### config.mk
export PLATFORM = sky130hd
export DESIGN_NAME = raster_timing_gen
export DESIGN_NICKNAME = d
export VERILOG_FILES = /design/src/rtl/raster_timing_pkg.sv /design/src/rtl/raster_param_store.sv /design/src/rtl/raster_axis.sv /design/src/rtl/raster_timing_gen.sv
export SDC_FILE = /design/constraint.sdc
export NUM_CORES = 1
export LEC_CHECK = 0
export BUFFER_PORTS_ARGS = -buffer_cell sky130_fd_sc_hd__buf_2
export CORE_UTILIZATION = 40
export CTS_CLUSTER_SIZE = 30
export DETAILED_ROUTE_END_ITERATION = 10
export SETUP_SLACK_MARGIN = 0.3
export SLEW_MARGIN = 10
export SYNTH_ARGS = -nofsm -noshare
export SYNTH_HDL_FRONTEND = slang
export SYNTH_SLANG_ARGS = --single-unit
### constraint.sdc
create_clock -name clk -period 10.7 [get_ports clk]
set_input_delay 1.07 -clock clk [delete_from_list [all_inputs] [get_ports clk]]
set_output_delay 1.07 -clock clk [all_outputs]
set_load 0.1 [all_outputs]
### src/rtl/raster_timing_pkg.sv
`timescale 1ns/1ps
package raster_timing_pkg;

   localparam int PSET_BYTES   = 8;
   localparam int PSET_AW      = $clog2(PSET_BYTES);
   localparam int H_FIXED_TAIL = 3;
   localparam int V_ZERO_LINES = 1024;

   typedef logic [PSET_BYTES*8-1:0] pset_t;

   // byte i sits at bits [8*i +: 8]
   localparam pset_t PSET_RESET = {8'h65, 8'h90, 8'h07, 8'h07,
                                   8'h25, 8'h07, 8'h4E, 8'h10};

   typedef struct packed {
      logic [15:0] h_act;
      logic [15:0] h_fp;
      logic [15:0] h_sy;
      logic [15:0] h_bp;
      logic [15:0] v_act;
      logic [15:0] v_fp;
      logic [15:0] v_sy;
      logic [15:0] v_bp;
   } tspec_t;

   function automatic tspec_t unpack_pset(input pset_t p);
      tspec_t      s;
      logic [15:0] hw;
      logic [15:0] vw;
      hw      = p[31:16];
      vw      = p[63:48];
      s.h_act = 16'(p[15:8]) + 16'd2;
      s.h_fp  = 16'(p[37:32]);
      s.h_sy  = 16'(hw[4:0]);
      s.h_bp  = 16'(hw[15:10]) + 16'(H_FIXED_TAIL);
      s.v_act = (vw[9:0] == 10'd0) ? 16'(V_ZERO_LINES) : 16'(vw[9:0]);
      s.v_sy  = 16'(hw[9:5]);
      s.v_fp  = 16'(p[45:40]);
      s.v_bp  = 16'(vw[15:10]);
      if ((s.v_sy + s.v_fp + s.v_bp) == 16'd0) s.v_fp = 16'd1;
      return s;
   endfunction

endpackage

### src/rtl/raster_param_store.sv
`timescale 1ns/1ps
module raster_param_store #(
   parameter int                 NBYTES = 8,
   parameter logic [NBYTES*8-1:0] INIT  = '0,
   localparam int                AW     = $clog2(NBYTES)
) (
   input  logic                clk,
   input  logic                rst_n,
   input  logic                wr_en,
   input  logic [AW-1:0]       wr_addr,
   input  logic [7:0]          wr_data,
   input  logic                commit,
   output logic [NBYTES*8-1:0] active
);

   if (NBYTES < 2 || (1 << AW) != NBYTES) begin : g_bad_nbytes
      $error("raster_param_store: NBYTES must be a power of two");
   end

   for (genvar i = 0; i < NBYTES; i++) begin : g_byte
      logic [7:0] hold_q;
      logic [7:0] work_q;

      always_ff @(posedge clk or negedge rst_n) begin
         if (!rst_n) begin
            hold_q <= INIT[8*i +: 8];
            work_q <= INIT[8*i +: 8];
         end else begin
            if (commit) work_q <= hold_q;
            if (wr_en && wr_addr == AW'(i)) hold_q <= wr_data;
         end
      end

      assign active[8*i +: 8] = work_q;
   end

endmodule

### src/rtl/raster_axis.sv
`timescale 1ns/1ps
module raster_axis #(
   parameter int W = 9
) (
   input  logic         clk,
   input  logic         rst_n,
   input  logic         step,
   input  logic [W-1:0] act_len,
   input  logic [W-1:0] fp_len,
   input  logic [W-1:0] sy_len,
   input  logic [W-1:0] bp_len,
   output logic         at_last,
   output logic         blank_q,
   output logic         sync_q
);

   if (W < 2) begin : g_bad_w
      $error("raster_axis: W too small");
   end

   logic [W-1:0] pos_q;
   logic [W-1:0] pos_nxt;
   logic [W-1:0] total;
   logic [W-1:0] sync_lo;
   logic [W-1:0] sync_hi;

   always_comb begin
      total   = act_len + fp_len + sy_len + bp_len;
      sync_lo = act_len + fp_len;
      sync_hi = sync_lo + sy_len;
      at_last = (pos_q == total - W'(1));
      pos_nxt = at_last ? '0 : pos_q + W'(1);
   end

   always_ff @(posedge clk or negedge rst_n) begin
      if (!rst_n) begin
         pos_q   <= '0;
         blank_q <= 1'b0;
         sync_q  <= 1'b0;
      end else if (step) begin
         pos_q   <= pos_nxt;
         blank_q <= (pos_nxt >= act_len);
         sync_q  <= (pos_nxt >= sync_lo) && (pos_nxt < sync_hi);
      end
   end

endmodule

### src/rtl/raster_timing_gen.sv
`timescale 1ns/1ps
module raster_timing_gen #(
   parameter int  H_W = 9,
   parameter int  V_W = 11,
   localparam int AW  = raster_timing_pkg::PSET_AW
) (
   input  logic          clk,
   input  logic          rst_n,
   input  logic          char_en,
   input  logic          wr_en,
   input  logic [AW-1:0] wr_addr,
   input  logic [7:0]    wr_data,
   input  logic          cmd_start,
   input  logic          cmd_stop,
   output logic          hsync,
   output logic          vsync,
   output logic          hblank,
   output logic          vblank,
   output logic          disp_en,
   output logic [7:0]    status
);
   import raster_timing_pkg::*;

   // widest line 257+63+31+63+3 = 417, tallest frame 1024+63+31+63 = 1181
   if (H_W < 9 || H_W > 16) begin : g_bad_hw
      $error("raster_timing_gen: H_W must lie in 9..16");
   end
   if (V_W < 11 || V_W > 16) begin : g_bad_vw
      $error("raster_timing_gen: V_W must lie in 11..16");
   end

   pset_t  pset;
   tspec_t spec;
   logic   h_last;
   logic   v_last;
   logic   frame_end;
   logic   run_q;
   logic   unused_spec;

   assign frame_end   = char_en && h_last && v_last;
   assign spec        = unpack_pset(pset);
   assign unused_spec = ^spec;

   raster_param_store #(
      .NBYTES (PSET_BYTES),
      .INIT   (PSET_RESET)
   ) u_store (
      .clk     (clk),
      .rst_n   (rst_n),
      .wr_en   (wr_en),
      .wr_addr (wr_addr),
      .wr_data (wr_data),
      .commit  (frame_end),
      .active  (pset)
   );

   raster_axis #(.W(H_W)) u_haxis (
      .clk     (clk),
      .rst_n   (rst_n),
      .step    (char_en),
      .act_len (spec.h_act[H_W-1:0]),
      .fp_len  (spec.h_fp[H_W-1:0]),
      .sy_len  (spec.h_sy[H_W-1:0]),
      .bp_len  (spec.h_bp[H_W-1:0]),
      .at_last (h_last),
      .blank_q (hblank),
      .sync_q  (hsync)
   );

   raster_axis #(.W(V_W)) u_vaxis (
      .clk     (clk),
      .rst_n   (rst_n),
      .step    (char_en && h_last),
      .act_len (spec.v_act[V_W-1:0]),
      .fp_len  (spec.v_fp[V_W-1:0]),
      .sy_len  (spec.v_sy[V_W-1:0]),
      .bp_len  (spec.v_bp[V_W-1:0]),
      .at_last (v_last),
      .blank_q (vblank),
      .sync_q  (vsync)
   );

   always_ff @(posedge clk or negedge rst_n) begin
      if (!rst_n)         run_q <= 1'b1;
      else if (cmd_stop)  run_q <= 1'b0;
      else if (cmd_start) run_q <= 1'b1;
   end

   assign disp_en = run_q && !hblank && !vblank;
   assign status  = {1'b1, hblank, vsync, 5'b00000};

endmodule

==> impl_metrics.yaml <==
status:
  status: "complete, no violations"
floorplan:
  die_area_sq_mm: 0.02454
  coreArea_sq_mm: 0.02347
  die_w_microns: 156.7
  boundaryPins: 30
  initial_utilization_pct: 40.76
  fp-row-count: 56
  die_h_microns: 156.7
global_routing:
  grt_max_degree: 67
  grt_remaining_overflow: 0
  grt_pass1_wl_mm: 34.29
  grt_pass1_vias: 6522
  antenna_found_initial: 0
  track_usage_pct: 18.09
cts:
  ctsResizeCount: 0
  post_cts_buffers: 0
  cts_tree: "built"
  htree_levels: 4
  cts-buffers-inserted: 17
  cts_hold_buf: 0
  path_clk_slew_ps: 60
  insertion_delay_ps: 420
  cts_root_buffer: "clkbuf_16"
  clk_path_buf_depth: 2
  cts_num_sinks: 129
yosys:
  synth_edf_count: 0
  async_flop_share_pct: 100.0
  syn_avg_cell_area_sq_um: 10.30
  synthTopCellsByArea: "dfrtp_1, ha_1, mux2_2, dfstp_2, xnor2_1"
  ys_seq_area_share_pct: 34.33
  ys_ff_latch: 129
  ys_warn_count: 0
  yosysTopAreaCell: "dfrtp_1"
  synthDistinctLibCells: 59
  synthCells: 929
  syn_area_sq_mm: 0.009568
  synth_common_cells: "mux2_2, ha_1, dfrtp_1"
  synthFlopType: "dfrtp_1"
  synth_top_area_share_pct: 21.97
  synth.most_common_cell: "mux2_2"
setup_path:
  rrSetupSlack_ps: 1990
  reg2reg_from: "u_store.g_byte[2].work_q[6]"
  r2r_cells: 39
  path_delay_family: "compound AO/OA/AOI/OAI gates"
  cp_num_buf_inv: 1
  cp.required_ps: 10990
  crit_path_max_fanout: 14
  critPathMaxStageDelay_ps: 550
  end_kind: "flip-flop"
  cp_slowest_cell: "fa_1"
  r2r-end: "u_vaxis.blank_q"
  critical_path_class: "reg -> reg"
  start_kind: "flip-flop"
  crit_arrival_ps: 8990
hold_path:
  holdPathStages: 1
  hold_path_class: "reg -> reg"
  min_from: "u_store.g_byte[6].hold_q[5]"
  hold_end: "u_store.g_byte[6].hold_q[5]"
detailed_routing:
  first_iter_violations: 328
  drc: 0
  wl_per_cell_microns: 16.13
  routed_via_density: 5.123
  num_vias: 6532
  drtPass1Iterations: 4
  ant_nets: 0
  totalWireLength_mm: 20.57
timing:
  rsz0062_at_grt: "false"
  min_period_ps: 8705
  fin_ws_ps: 1995
  worstMarginPinSlew_ps: 1034
  fin_skew_ps: 17.77
  finalHoldViolations: 0
  drv_slew: 0
  fin_tns_setup_ps: 0
  clock.fmax_ghz: 0.1149
  max_slew_margin_pct: 30.53
  min_period_over_period_pct: 81.36
  finalSetupViolCount: 0
cells_and_area:
  nets: 1086
  areaGrowthSynthToFinish_pct: 10.47
  fin_cells: 1275
  diodes: 0
  drive_gt1_share_pct: 24.90
  nFillCells: 2200
power_and_ir_drop:
  seqPwrFrac_pct: 35.8
  p_per_area_mw_per_mm2: 162.7
  p_clk_share_pct: 35.3
  power_mw: 1.720
  ir_drop_mv: 0.09096
  leakage_nw: 4.929
  swShare_pct: 33.13
  power.internal_mw: 1.150
  pwr-share-comb_pct: 28.9
  switching_power_mw: 0.5698
placement:
  io_buffers: 23
  placed_cells: 1243
  gp_congestion: 0.8512
  pre_cts_ws_ps: 2089
  hpwl_mm: 15.88
job:
  cap_violations: 0
worst reg2reg max path: cells and delay by family, from the launching register on:
family | cells | cell delay [ps]
flops | 1 | 430
buf+inv | 1 | 50
simple gates | 9 | 1680
fa+ha+maj | 7 | 2470
xor+xnor | 3 | 570
compound gates | 19 | 3360
sequential cells by signal (all words and copies together) (netlist names):
register,flops
u_haxis.sync_q,1
u_vaxis.blank_q,1
u_haxis.blank_q,1
u_store.g_byte.hold_q,52
u_vaxis.sync_q,1
u_vaxis.pos_q,11
run_q,1
u_store.g_byte.work_q,52
u_haxis.pos_q,9
power by group through the flow:
stage          clock [mW]  sequential [mW]  combinational [mW]
2_1_floorplan           0            0.642               0.365
6_report            0.607            0.616               0.497
4_1_cts             0.621            0.617               0.504
5_1_grt             0.641            0.627               0.565
3_3_place_gp            0            0.624               0.493
3_5_place_dp            0            0.625               0.501
through the flow:
stage	hold slack [ps]	area, sq um	utilization, %
after CTS	499.2	10570	45.03
after floorplan	474.8	9583	-
after global routing	503.9	10570	45.03
after detailed placement	488.6	9962	42.44
after global placement	481.2	9962	42.44
final	498.7	10570	45.03
metal layers:
layer  track usage [%]  up-vias  share of wire, %
li1                  -     3299                 -
met1             25.86     3110                52
met2             27.72       86                44
met3             2.160       37               1.7
met4             7.143        0               2.4
met5                 0        -                 0
final cells by class:
type / instances / area (sq um) / area share [%]
repair buffers: 28 / 158.9 / 1.503
flip-flops and latches: 129 / 3284 / 31.07
well taps: 319 / 399.1 / 3.776
clock buffers: 18 / 429.2 / 4.060
inverters: 72 / 270.3 / 2.557
multi-input cells: 695 / 5849 / 55.34
clock inverters: 14 / 178.9 / 1.693
layout by cell type (no fill, tap or decap), types with 5 or more instances in the layout:
master       n
mux2_2     119
ha_1       114
dfrtp_1     84
inv_1       72
nor2_1      55
dfstp_2     45
xnor2_1     42
a21oi_1     38
nand2_1     36
xor2_1      31
o21ai_0     26
nor2b_1     23
nand3_1     22
buf_2       22
a21o_1      20
clkbuf_16   17
nand2b_1    14
nor3_1      13
o21a_1      13
fa_1        12
a211oi_1    10
and2_1       9
nand4_1      9
and3_1       7
nor4_1       7
mux2i_1      7
or2_2        6
conb_1       6
buf_4        5
cell families after synthesis:
logic type                 Yosys count  synth area share (%)
xor gates and xnor gates            73                 6.682
and+or+nand+nor                    221                 12.06
buffers and inverters              109                 4.812
muxes                              126                 14.74
other                                2               0.07849
adders and majority gates          126                 17.42
DFF                                129                 34.33
AOI/OAI and AO/OA                  143                 9.886
worst max path at each step:
stage                                     start         endpoint  slack [ps]  cells after the start
CTS                 u_store.g_byte[2].work_q[6]  u_vaxis.blank_q        2040                     39
detailed placement  u_store.g_byte[2].work_q[6]  u_vaxis.blank_q        2090                     39
finish              u_store.g_byte[2].work_q[6]  u_vaxis.blank_q        1990                     39
floorplan           u_store.g_byte[2].work_q[6]  u_vaxis.blank_q        2770                     43
global placement    u_store.g_byte[2].work_q[6]  u_vaxis.blank_q        2240                     39
global route        u_store.g_byte[2].work_q[6]  u_vaxis.blank_q        1360                     39
(Power assumes the default switching activity.)
